### config.mk
export PLATFORM = sky130hd
export DESIGN_NAME = fan_pwm_ctrl
export DESIGN_NICKNAME = d
export VERILOG_FILES = /design/src/rtl/fan_pwm_pkg.sv /design/src/rtl/fan_tick_div.sv /design/src/rtl/fan_thresh_ctrl.sv /design/src/rtl/fan_pwm_core.sv /design/src/rtl/fan_pwm_ctrl.sv
export SDC_FILE = /design/constraint.sdc
export NUM_CORES = 1
export LEC_CHECK = 0
export BUFFER_PORTS_ARGS = -buffer_cell sky130_fd_sc_hd__buf_4
export CORE_MARGIN = 4
export CORE_UTILIZATION = 52
export DETAILED_ROUTE_END_ITERATION = 8
export PLACE_DENSITY = 0.72
export SETUP_SLACK_MARGIN = 0.3
export SLEW_MARGIN = 15
export SYNTH_ARGS = -nofsm -noshare
export SYNTH_HDL_FRONTEND = slang
export SYNTH_SLANG_ARGS = --single-unit
### constraint.sdc
create_clock -name clk_i -period 4.2 [get_ports clk_i]
set_input_delay 1.26 -clock clk_i [delete_from_list [all_inputs] [get_ports clk_i]]
set_output_delay 1.26 -clock clk_i [all_outputs]
set_load 0.02 [all_outputs]
### src/rtl/fan_pwm_pkg.sv
package fan_pwm_pkg;

  typedef enum logic [1:0] {
    STEP_HOLD = 2'd0,
    STEP_UP   = 2'd1,
    STEP_DOWN = 2'd2
  } step_e;

  // direction of the threshold step, before saturation
  function automatic step_e pick_step(input logic gt, input logic lt);
    if (gt)      return STEP_UP;
    else if (lt) return STEP_DOWN;
    else         return STEP_HOLD;
  endfunction

endpackage

### src/rtl/fan_tick_div.sv
module fan_tick_div #(
  parameter int unsigned DIV = 100
) (
  input  logic clk_i,
  input  logic rst_ni,
  input  logic tick_i,
  output logic strobe_o
);
  localparam int unsigned DW = (DIV > 1) ? $clog2(DIV) : 1;

  generate
    if (DIV <= 1) begin : g_pass
      assign strobe_o = tick_i;
    end else begin : g_cnt
      localparam logic [DW-1:0] LAST = DW'(DIV - 1);
      logic [DW-1:0] div_q;
      logic          at_last;

      assign at_last  = (div_q == LAST);
      assign strobe_o = tick_i && at_last;

      always_ff @(posedge clk_i or negedge rst_ni) begin
        if (!rst_ni)     div_q <= '0;
        else if (tick_i) div_q <= at_last ? '0 : div_q + 1'b1;
      end

      p_div_hold_r2: assert property (@(posedge clk_i) disable iff (!rst_ni)
        !tick_i |=> $stable(div_q));
      p_div_range_r5: assert property (@(posedge clk_i) disable iff (!rst_ni)
        div_q <= LAST);
    end
  endgenerate

  p_strobe_on_tick_r5: assert property (@(posedge clk_i) disable iff (!rst_ni)
    strobe_o |-> tick_i);

endmodule

### src/rtl/fan_thresh_ctrl.sv
module fan_thresh_ctrl
  import fan_pwm_pkg::*;
#(
  parameter int unsigned CNT_W  = 8,
  parameter int unsigned TEMP_W = 10
) (
  input  logic              clk_i,
  input  logic              rst_ni,
  input  logic              strobe_i,
  input  logic [TEMP_W-1:0] temp_i,
  input  logic [TEMP_W-1:0] setpoint_i,
  output logic [CNT_W-1:0]  thr_o
);
  localparam logic [CNT_W-1:0] THR_MAX = '1;

  logic [CNT_W-1:0] thr_q;
  step_e            step;
  logic             gt, lt;

  assign gt   = temp_i > setpoint_i;
  assign lt   = temp_i < setpoint_i;
  assign step = pick_step(gt, lt);

  always_ff @(posedge clk_i or negedge rst_ni) begin
    if (!rst_ni) begin
      thr_q <= '0;
    end else if (strobe_i) begin
      unique case (step)
        STEP_UP:   if (thr_q != THR_MAX) thr_q <= thr_q + 1'b1;
        STEP_DOWN: if (thr_q != '0)      thr_q <= thr_q - 1'b1;
        default:   ;
      endcase
    end
  end

  assign thr_o = thr_q;

  p_up_r5: assert property (@(posedge clk_i) disable iff (!rst_ni)
    strobe_i && (temp_i > setpoint_i) && (thr_q != THR_MAX) |=> thr_q == $past(thr_q) + 1'b1);
  p_down_r6: assert property (@(posedge clk_i) disable iff (!rst_ni)
    strobe_i && (temp_i < setpoint_i) && (thr_q != '0) |=> thr_q == $past(thr_q) - 1'b1);
  p_equal_hold_r7: assert property (@(posedge clk_i) disable iff (!rst_ni)
    strobe_i && (temp_i == setpoint_i) |=> $stable(thr_q));
  p_only_on_strobe_r7: assert property (@(posedge clk_i) disable iff (!rst_ni)
    !strobe_i |=> $stable(thr_q));
  p_sat_top_r8: assert property (@(posedge clk_i) disable iff (!rst_ni)
    strobe_i && (thr_q == THR_MAX) && (temp_i > setpoint_i) |=> thr_q == THR_MAX);
  p_sat_bottom_r8: assert property (@(posedge clk_i) disable iff (!rst_ni)
    strobe_i && (thr_q == '0) && (temp_i < setpoint_i) |=> thr_q == '0);

endmodule

### src/rtl/fan_pwm_core.sv
module fan_pwm_core #(
  parameter int unsigned CNT_W = 8
) (
  input  logic             clk_i,
  input  logic             rst_ni,
  input  logic             tick_i,
  input  logic [CNT_W-1:0] thr_i,
  output logic             pwm_o
);
  localparam logic [CNT_W-1:0] CNT_MAX = '1;

  logic [CNT_W-1:0] cnt_q, cnt_nxt;
  logic             pwm_q;

  assign cnt_nxt = cnt_q + 1'b1;

  always_ff @(posedge clk_i or negedge rst_ni) begin
    if (!rst_ni) begin
      cnt_q <= '0;
      pwm_q <= 1'b1;
    end else if (tick_i) begin
      cnt_q <= cnt_nxt;
      if (cnt_nxt == '0)        pwm_q <= 1'b1;
      else if (cnt_nxt > thr_i) pwm_q <= 1'b0;
    end
  end

  assign pwm_o = pwm_q;

  p_hold_no_tick_r2: assert property (@(posedge clk_i) disable iff (!rst_ni)
    !tick_i |=> $stable(cnt_q) && $stable(pwm_q));
  p_wrap_high_r3: assert property (@(posedge clk_i) disable iff (!rst_ni)
    tick_i && (cnt_q == CNT_MAX) |=> pwm_q);
  p_fall_above_r4: assert property (@(posedge clk_i) disable iff (!rst_ni)
    $fell(pwm_q) |-> (cnt_q != '0) && (cnt_q > $past(thr_i)));
  p_rise_at_zero_r3: assert property (@(posedge clk_i) disable iff (!rst_ni)
    $rose(pwm_q) |-> cnt_q == '0);

endmodule

### src/rtl/fan_pwm_ctrl.sv
module fan_pwm_ctrl #(
  parameter int unsigned CNT_W    = 8,
  parameter int unsigned CTRL_DIV = 100,
  parameter int unsigned TEMP_W   = 10
) (
  input  logic              clk_i,
  input  logic              rst_ni,
  input  logic              tick_i,
  input  logic [TEMP_W-1:0] temp_i,
  input  logic [TEMP_W-1:0] setpoint_i,
  output logic              pwm_o,
  output logic [CNT_W-1:0]  threshold_o
);
  logic             ctrl_stb;
  logic [CNT_W-1:0] thr;

  fan_tick_div #(.DIV(CTRL_DIV)) u_div (
    .clk_i    (clk_i),
    .rst_ni   (rst_ni),
    .tick_i   (tick_i),
    .strobe_o (ctrl_stb)
  );

  fan_thresh_ctrl #(.CNT_W(CNT_W), .TEMP_W(TEMP_W)) u_ctrl (
    .clk_i      (clk_i),
    .rst_ni     (rst_ni),
    .strobe_i   (ctrl_stb),
    .temp_i     (temp_i),
    .setpoint_i (setpoint_i),
    .thr_o      (thr)
  );

  fan_pwm_core #(.CNT_W(CNT_W)) u_pwm (
    .clk_i  (clk_i),
    .rst_ni (rst_ni),
    .tick_i (tick_i),
    .thr_i  (thr),
    .pwm_o  (pwm_o)
  );

  assign threshold_o = thr;

  p_out_hold_r2: assert property (@(posedge clk_i) disable iff (!rst_ni)
    !tick_i |=> $stable(pwm_o) && $stable(threshold_o));

endmodule

Word-level counts from Yosys, hierarchy flattened:

Index checks and enable logic that the tools add are counted.

* register bits after elaboration: 24
* bits of input ports: 23
* output and inout bits: 9
* word-level logic and storage cells: 32

* add/sub/neg operators: 4
* order comparisons: 3
* eq/ne operators: 6
* multiplexer cells: 8
* reductions and logical operators: 7

Operator list (count)
* 8-bit by 1-bit adder with 8-bit output, second input constant: 2
* 8-bit two-way mux: 2
* 8-bit one-hot mux with 2 select lines: 1
* 10-bit > comparator: 1
* 10-bit less-than comparator: 1
* 8-bit > comparator: 1
* 8-bit logical NOT: 1
* 8-bit inequality test, second input constant: 1
* 8-bit nonzero test: 1
* 8-bit by 1-bit subtractor with 8-bit output, second input constant: 1
* 7-bit by 1-bit adder with 7-bit output, second input constant: 1
* 7-bit equality test, second input constant: 1
* 7-bit two-way mux: 1
* 2-bit two-way mux: 2
* 2-bit by 1-bit inequality test with 1-bit output, second input constant: 2
* 4-bit AND reduction: 1
* 2-bit nonzero test: 2
* 2-bit by 1-bit equality test with 1-bit output, second input constant: 1
* 2-bit equality test, second input constant: 1
* 1-bit two-way mux: 2
* 2-bit AND reduction: 1
* 1-bit logical AND: 1

Logic depth before layout (Yosys ltp):

Gate-level depths: netlist of run 1.

* depth after elaboration: 6
* depth in mapped cells: 13
* mapped depth without buffers: 13

Hierarchy:

From an unflattened synthesis of run 1, not the netlist that was laid out.

* cells, all modules: 216
* area, all modules: 1974.4 µm²

Modules (own cells, without submodules)
* fan_thresh_ctrl: instances 1, cells each 100, area each 865.8 µm², sequential area each 200.2 µm²
* fan_pwm_core: instances 1, cells each 81, area each 752.0 µm², sequential area each 226.5 µm²
* fan_tick_div: instances 1, cells each 35, area each 356.6 µm², sequential area each 175.2 µm²

Worst setup path after synthesis of run 1:

Ideal clock, no wire load.

* path kind: in2reg
* start point: input setpoint_i[3]
* end point: register u_ctrl.thr_q[7] (netlist: u_ctrl.thr_o[7])
* library setup time: 81 ps
* arrival: 3586 ps
* required time: 4119 ps
* setup slack: 533 ps
* cell stages on the path: 13
* buffers on the path: 0
* path through: inv_1 -> ha_1 -> a21oi_2 -> o21ai_1 -> a2111o_1 -> clkinv_4 -> ha_1 -> a21oi_1 -> o211ai_1 -> o41ai_1 -> nor4bb_1 -> a41oi_1 -> xnor2_1

* cells in the longest elaborated chain, start to end: 6
* elaborated cells on any way between the ends: 11
* classes of those cells: order compare: 2; eq/ne: 4; mux: 3; reduce/logical: 2

Ends and longest elaborated chain
* start: declaration: line fan_pwm_ctrl.sv:10 `input logic [TEMP_W-1:0] setpoint_i,`
* 10-bit less-than comparator: line fan_thresh_ctrl.sv:21 `assign lt = temp_i < setpoint_i;`
* 2-bit two-way mux: line fan_pwm_pkg.sv:12 `else if (lt) return STEP_DOWN;`
* 2-bit two-way mux (*): line fan_pwm_pkg.sv:11 `if (gt) return STEP_UP;`
* 2-bit equality test or 2-bit by 1-bit equality test with 1-bit output (tied branches): line fan_thresh_ctrl.sv:28 `unique case (step)`
* 2-bit by 1-bit inequality test with 1-bit output (no source line) or 2-bit nonzero test (tied branches)
* 4-bit AND reduction (no source line)
* end signal: assignment: line fan_thresh_ctrl.sv:29 `STEP_UP: if (thr_q != THR_MAX) thr_q <= thr_q + 1'b1;`
* end signal: assignment: line fan_thresh_ctrl.sv:30 `STEP_DOWN: if (thr_q != '0) thr_q <= thr_q - 1'b1;`
* end: declaration: line fan_thresh_ctrl.sv:16 `logic [CNT_W-1:0] thr_q;`

Every way passes the cells marked *; elsewhere a longest branch is shown, timed or not.
A chain may end at the register's enable or synchronous reset.

Worst setup path in the final report of run 1:

* start point: input temp_i[3]
* end point: register u_ctrl.thr_q[6] (netlist: u_ctrl.thr_o[6])

* cells in the longest elaborated chain, start to end: 6
* elaborated cells on any way between the ends: 11
* classes of those cells: order compare: 2; eq/ne: 4; mux: 3; reduce/logical: 2

Ends and longest elaborated chain
* start: declaration: line fan_pwm_ctrl.sv:9 `input logic [TEMP_W-1:0] temp_i,`
* 10-bit less-than comparator: line fan_thresh_ctrl.sv:21
* 2-bit two-way mux: line fan_pwm_pkg.sv:12
* 2-bit two-way mux (*): line fan_pwm_pkg.sv:11
* 2-bit equality test or 2-bit by 1-bit equality test with 1-bit output (tied branches): line fan_thresh_ctrl.sv:28
* 2-bit by 1-bit inequality test with 1-bit output (no source line) or 2-bit nonzero test (tied branches)
* 4-bit AND reduction (no source line)

Marked as above.

==> metrics.csv, run 1 <==
metric;value;unit
Vias/cell;5.70;
endpoint of the worst register-to-register path;u_pwm.pwm_o;
area share of the largest cell type after synthesis;30.1;%
final routed wirelength across all metal layers;4.20;mm
count of warnings emitted by yosys;0;
number of library cell types mapped by synthesis;46;
count of standard-cell rows;21;
layout overhead on the synthesized area;18.5;%
post-synthesis instance area;0.00191;mm2
count of final hold-check violations;0;
Setup TNS;0;ns
status;completed;
clock tree from TritonCTS;done;
Relative slew margins;61.2;%
worst path arrival time;3.90;ns
number of clock buffers inserted by TritonCTS;3;
number of remaining DRC errors;0;
initial core utilization;55.5;%
final slew viol count;0;
most used flip-flop cell after synthesis;sky130_fd_sc_hd__dfrtp_1;
total gr overflow;0;
slew at the pin closest to its max-slew limit;0.577;ns
kind of end point of the critical path;register;
reported max-cap violation count;0;
Port Buf Inserts;31;
fmax;271;MHz
initial antenna violation count;0;
WHS Endpoint;u_pwm.pwm_o;
maximum number of pins on one net before global-route repair;25;
Seq cells post-synth;24;
shortest clock period the worst path allows after layout;3.69;ns
worst supply voltage drop on vdd;0.159;mV
Worst-Skew Late Latency;0.26;ns
peak fanout along the critical path;10;
Vert. Die Dim;68.6;um
layout cells sized above 1;21.1;%
post-route cell area;0.00226;mm2
final setup violation count;0;
net count of the mapped netlist;247;
fill count;306;
Post-CTS Setup Repair Bufs;0;
number of top-level pins;32;
number of sinks on the clock net;24;
final clock period utilization by the worst path;87.9;%
Worst Reg2Reg Path Length in Cells;10;
DR WL/cell;15.4;um
core region area;0.00344;mm2
wire length of the first global-routing pass;7.24;mm
fin nets;279;
Setup CP Type;primary input to register;
most area-hungry cell type in the Yosys netlist;sky130_fd_sc_hd__dfrtp_1;
global placement routability congestion;0.813;
class of the tightest hold or removal check;register to register;
register area share after synthesis;31.5;%
required time of the worst setup path;4.41;ns
Total Die Area;0.00471;mm2
total iterations of the first detailed-routing run;4;
H-tree lvl count;1;
minimum setup slack among reg-to-reg paths;1.77;ns
Reg clk slew, reported paths;0.09;ns
standby leakage power;1.11;nW
footprint of the multi-input gates;0.00120;mm2
dominant cells by area after synthesis;sky130_fd_sc_hd__dfrtp_1 (30%), sky130_fd_sc_hd__ha_1 (18%), sky130_fd_sc_hd__xnor2_1 (6.9%);
maximum root-to-sink buffer count;2;
Post-Route Skew;0.00301;ns
RSZ-0062 raised after global routing;false;
highest-count cells in the layout ignoring fill and taps;sky130_fd_sc_hd__buf_4 (31), sky130_fd_sc_hd__ha_1 (27), sky130_fd_sc_hd__inv_1 (23), sky130_fd_sc_hd__dfrtp_1 (23), sky130_fd_sc_hd__xnor2_1 (15);
min-delay src;u_pwm.pwm_o;
clk root buf;sky130_fd_sc_hd__clkbuf_8;
type of origin of the critical path;primary input;
post-synthesis area per instance;9.74;um2
async set or reset register ratio after synthesis;100;%
number of global-route vias before repair;1601;
total routing usage reported by global routing;20.5;%
count of flip-flops with a built-in enable after synthesis;0;
count of antenna diodes in the layout;0;
total via count after detailed routing;1557;
number of DRC markers in iteration 0;48;
sequential cell area in the final layout;602;um2
post-route antenna net violation count;0;
width of the die;68.6;um
Post-Syn Instances;196;
worst flop-to-flop path startpoint;u_pwm.cnt_q[0];
HPWL after detailed placement;3.36;mm
WHS Path Cells;1;
Post-Place Cell Area;0.00218;mm2
leading cell type in the layout, fill and taps excluded;sky130_fd_sc_hd__buf_4;
pwr dens;426;mW/mm2
==> worst max path at each step <==
stage	end	depth (start not counted)	slack (ns)	from
3_3_place_gp	u_ctrl.thr_o[7]	12	0.27	temp_i[9]
6_report	u_ctrl.thr_o[6]	13	0.51	temp_i[3]
3_5_place_dp	u_ctrl.thr_o[7]	13	0.15	temp_i[5]
5_1_grt	u_ctrl.thr_o[7]	13	0.40	temp_i[3]
2_1_floorplan	u_ctrl.thr_o[7]	13	0.53	setpoint_i[3]
4_1_cts	u_ctrl.thr_o[7]	13	0.44	temp_i[3]
==> per-stage QoR <==
step | util (%) | power (W) | setup WS [ns] | instances | hold WS [ns]
after floorplan | - | 0.000651 | 0.533 | 196 | 0.466
after global placement | 63.4 | 0.000729 | 0.266 | 269 | 0.486
after detailed placement | 63.4 | 0.000761 | 0.147 | 269 | 0.491
after CTS | 65.5 | 0.000967 | 0.436 | 273 | 0.506
after global routing | 65.7 | 0.00104 | 0.396 | 273 | 0.519
final | 65.7 | 0.000963 | 0.510 | 273 | 0.504
==> cells by family (layout without fill, tap and decap cells) <==
kind of cell             Yosys count  in the layout  share of synthesized area (%)
AO/OA/AOI/OAI                     30             30                           11.5
flip-flops                        24             24                           31.5
AND/OR/NAND/NOR                   54             54                           16.4
multiplexers                       9              9                           5.37
buffers and inverters             28             59                           5.83
adder cells (fa/ha/maj)           28             28                           18.7
XOR/XNOR                          23             23                           10.6
==> critical path, cell delays in order <==
cell,delay (ns)
sky130_fd_sc_hd__buf_4,0.11
sky130_fd_sc_hd__ha_1,0.32
sky130_fd_sc_hd__a21oi_2,0.14
sky130_fd_sc_hd__o21ai_1,0.08
sky130_fd_sc_hd__a2111o_1,0.49
sky130_fd_sc_hd__clkinv_4,0.14
sky130_fd_sc_hd__ha_1,0.29
sky130_fd_sc_hd__nor2b_1,0.16
sky130_fd_sc_hd__o21ai_1,0.15
sky130_fd_sc_hd__a21boi_0,0.13
sky130_fd_sc_hd__or4_1,0.41
sky130_fd_sc_hd__nand3_1,0.09
sky130_fd_sc_hd__mux2_4,0.13
==> cells in the mapped netlist (2+ instances only) <==
cell                       number
sky130_fd_sc_hd__a31oi_1        2
sky130_fd_sc_hd__mux2_2         2
sky130_fd_sc_hd__clkbuf_1       3
sky130_fd_sc_hd__mux2i_1        5
sky130_fd_sc_hd__o211ai_1       2
sky130_fd_sc_hd__o21ai_1        2
sky130_fd_sc_hd__nand4_1       10
sky130_fd_sc_hd__or3_1          2
sky130_fd_sc_hd__a21boi_0       2
sky130_fd_sc_hd__and3_1         4
sky130_fd_sc_hd__or4_1          2
sky130_fd_sc_hd__xor2_1         8
sky130_fd_sc_hd__ha_1          27
sky130_fd_sc_hd__nor2b_1        3
sky130_fd_sc_hd__nor4_1         2
sky130_fd_sc_hd__nand3_1        5
sky130_fd_sc_hd__nor2_1         8
sky130_fd_sc_hd__mux2_4         2
sky130_fd_sc_hd__inv_1         23
sky130_fd_sc_hd__dfrtp_1       23
sky130_fd_sc_hd__a21oi_1        6
sky130_fd_sc_hd__nand2_1       11
sky130_fd_sc_hd__xnor2_1       15
sky130_fd_sc_hd__nand2b_1       2
sky130_fd_sc_hd__o21ai_0        4
==> layout make-up <==
class                           instances  share of cell area (%)
Clock buffer                            3                    1.83
Clock inverter                          1                    1.33
Inverter                               24                    4.20
Multi-Input combinational cell        144                    53.2
Sequential cell                        24                    26.6
Tap cell                               46                    2.54
Timing Repair Buffer                   31                    10.3
==> per-layer routing <==
| layer | up-vias | wire length (um) | global-route usage (%) | part of all wire, % |
|---|---|---|---|---|
| li1 | 755 | - | - | - |
| met1 | 759 | 1870 | 26.2 | 45 |
| met2 | 35 | 2120 | 35.0 | 50 |
| met3 | 8 | 137 | 3.57 | 3.3 |
| met4 | 0 | 70 | 5.96 | 1.7 |
| met5 | - | 0 | 0 | 0 |
==> flip-flops by register name (all words and copies together), names as in the netlist <==
name and count:
u_ctrl.thr_o 8, u_pwm.cnt_q 8, u_div.g_cnt.div_q 7, u_pwm.pwm_o 1
==> repair_timing <==
action | CTS | global route
endpoints found under the setup margin | 0 | 1
gates resized for setup | 0 | 1
endpoints found under the hold margin | 0 | 0
hold buffers | 0 | 0
==> power by group <==
| part | total [W] | leakage [nW] | switching, W | internal, W |
|---|---|---|---|---|
| Combinational | 0.000376 | 0.785 | 0.000187 | 0.000189 |
| Sequential | 0.000386 | 0.287 | 0.0000847 | 0.000301 |
| Clock | 0.000201 | 0.0357 | 0.0000740 | 0.000127 |
No activity file was read; power rests on OpenSTA's default activity.
==> run 2: changes to the inputs <==
Settings changed: CORE_MARGIN 4 to 5.
==> run 2 against run 1 <==
Against the previous run: setup slack gained 0.083 ns; total power shrank 7.4%; sequential cell count is the same; cell area shrank 0.61%; clock power shrank 22%; count of clock-buffer cells in the layout grew 1; critical path depth is the same; combinational power shrank 5%; clock skew shrank 0.00099 ns; global-route usage shrank 5.3 points; worst hold slack lost 0.0099 ns; non-clock buffer count is the same; critical path type unchanged; largest cell class unchanged; largest power group unchanged; highest routed layer unchanged.
==> metrics.csv, run 2 (synthesized netlist as in run 1, its figures left out) <==
metric;value;unit
global placement routability congestion;0.820;
met1 layer wirelength in the final routing;1.72;mm
Port Buf Inserts;31;
kind of end point of the critical path;register;
highest metal used;met4;
worst path arrival time;3.82;ns
layout overhead on the synthesized area;17.8;%
number of clock buffers inserted by TritonCTS;3;
WHS Path Cells;1;
total design power;0.000892;W
count of standard-cell rows;22;
leading cell type in the layout, fill and taps excluded;sky130_fd_sc_hd__buf_4;
number of remaining DRC errors;0;
class of the tightest hold or removal check;register to register;
final slew viol count;0;
slew at the pin closest to its max-slew limit;0.630;ns
post-route worst setup slack;0.593;ns
Worst-Skew Late Latency;0.26;ns
Post-CTS Setup Repair Bufs;0;
worst supply voltage drop on vdd;0.322;mV
Reg clk slew, reported paths;0.08;ns
count of final hold-check violations;0;
final routed wirelength across all metal layers;3.60;mm
initial core utilization;52.9;%
width of the die;70.6;um
total of hold buffers inserted after clock tree synthesis;0;
number of sinks on the clock net;24;
Setup CP Type;primary input to register;
HPWL after detailed placement;2.91;mm
post-route antenna net violation count;0;
fmax;277;MHz
status;completed;
Setup TNS;0;ns
number of DRC markers in iteration 0;31;
layout cells sized above 1;21.1;%
met2 wirelength from detailed routing;1.61;mm
Relative slew margins;57.6;%
reported max-cap violation count;0;
total iterations of the first detailed-routing run;4;
final setup violation count;0;
final clock period utilization by the worst path;85.9;%
standby leakage power;1.10;nW
total routing usage reported by global routing;15.2;%
Vias/cell;5.25;
RSZ-0062 raised after global routing;false;
number of global-route vias before repair;1383;
H-tree lvl count;1;
sum of met3 wire segment lengths after detailed routing;236;um
total gr overflow;0;
post_cts resized;0;
number of top-level pins;32;
shortest clock period the worst path allows after layout;3.61;ns
maximum root-to-sink buffer count;2;
Vert. Die Dim;70.6;um
fin nets;279;
initial antenna violation count;0;
core region area;0.00361;mm2
required time of the worst setup path;4.41;ns
count of antenna diodes in the layout;0;
type of origin of the critical path;primary input;
highest-count cells in the layout ignoring fill and taps;sky130_fd_sc_hd__buf_4 (31), sky130_fd_sc_hd__ha_1 (27), sky130_fd_sc_hd__inv_1 (23), sky130_fd_sc_hd__dfrtp_1 (23), sky130_fd_sc_hd__xnor2_1 (15);
pwr dens;397;mW/mm2
maximum number of pins on one net before global-route repair;25;
DR WL/cell;13.1;um
Worst Reg2Reg Path Length in Cells;10;
Post-Route Skew;0.00203;ns
Total Die Area;0.00498;mm2
post-placement worst setup slack;0.177;ns
wire length of the first global-routing pass;6.23;mm
clock tree from TritonCTS;done;
total via count after detailed routing;1443;
peak fanout along the critical path;10;
clk root buf;sky130_fd_sc_hd__clkbuf_8;
-- run 2: cell count changes in the layout (fill, tap and decap cells not counted) --
cell and change:
sky130_fd_sc_hd__clkbuf_8 +1, sky130_fd_sc_hd__bufinv_16 -1
-- run 2: critical path, cell delays in order --
cell and delay (ns):
sky130_fd_sc_hd__buf_4 0.11, sky130_fd_sc_hd__ha_1 0.31, sky130_fd_sc_hd__a21oi_1 0.13, sky130_fd_sc_hd__o21ai_1 0.08, sky130_fd_sc_hd__a2111o_1 0.48, sky130_fd_sc_hd__clkinv_4 0.13
sky130_fd_sc_hd__ha_1 0.28, sky130_fd_sc_hd__nor2b_1 0.15, sky130_fd_sc_hd__o21ai_1 0.15, sky130_fd_sc_hd__a21boi_0 0.12, sky130_fd_sc_hd__or4_1 0.40, sky130_fd_sc_hd__nand3_1 0.09
sky130_fd_sc_hd__mux2_4 0.13
-- run 2: area by class of cell --
type	instances	area, um2
Fill cell	331	1360
Multi-Input combinational cell	144	1200
Sequential cell	24	602
Timing Repair Buffer	31	233
Inverter	24	95.1
Tap cell	48	60.1
Clock buffer	4	55.1
-- run 2: metal layers --
layer	vias to the layer above	track usage [%]
li1	762	-
met1	633	21.1
met2	43	24.1
met3	5	3.41
met4	0	3.76
met5	-	0
-- run 2: worst paths after layout --
path | start | to | slack [ns]
min in group asynchronous | rst_ni | u_pwm.cnt_q[4] | 0.88
hold reg to reg | u_pwm.pwm_o | u_pwm.pwm_o | 0.49
hold / removal | u_pwm.pwm_o | u_pwm.pwm_o | 0.49
setup reg to reg | u_pwm.cnt_q[0] | u_pwm.pwm_o | 1.98
max in group asynchronous | rst_ni | u_pwm.pwm_o | 3.03
setup / recovery | temp_i[5] | u_ctrl.thr_o[6] | 0.59
-- run 2: where the power goes --
group / internal (W) / switching, W
combinational: 0.000186 / 0.000171
sequential: 0.000301 / 0.0000765
clock: 0.0000837 / 0.0000738
-- run 2: per-stage QoR --
step / cells / utilization (%) / cell area (um2) / hold slack (ns)
5_1_grt: 275 / 62.4 / 2250 / 0.516
2_1_floorplan: 196 / - / 1910 / 0.466
3_3_place_gp: 271 / 60.6 / 2190 / 0.484
4_1_cts: 275 / 62.1 / 2240 / 0.498
3_5_place_dp: 271 / 60.6 / 2190 / 0.476
6_report: 275 / 62.4 / 2250 / 0.494
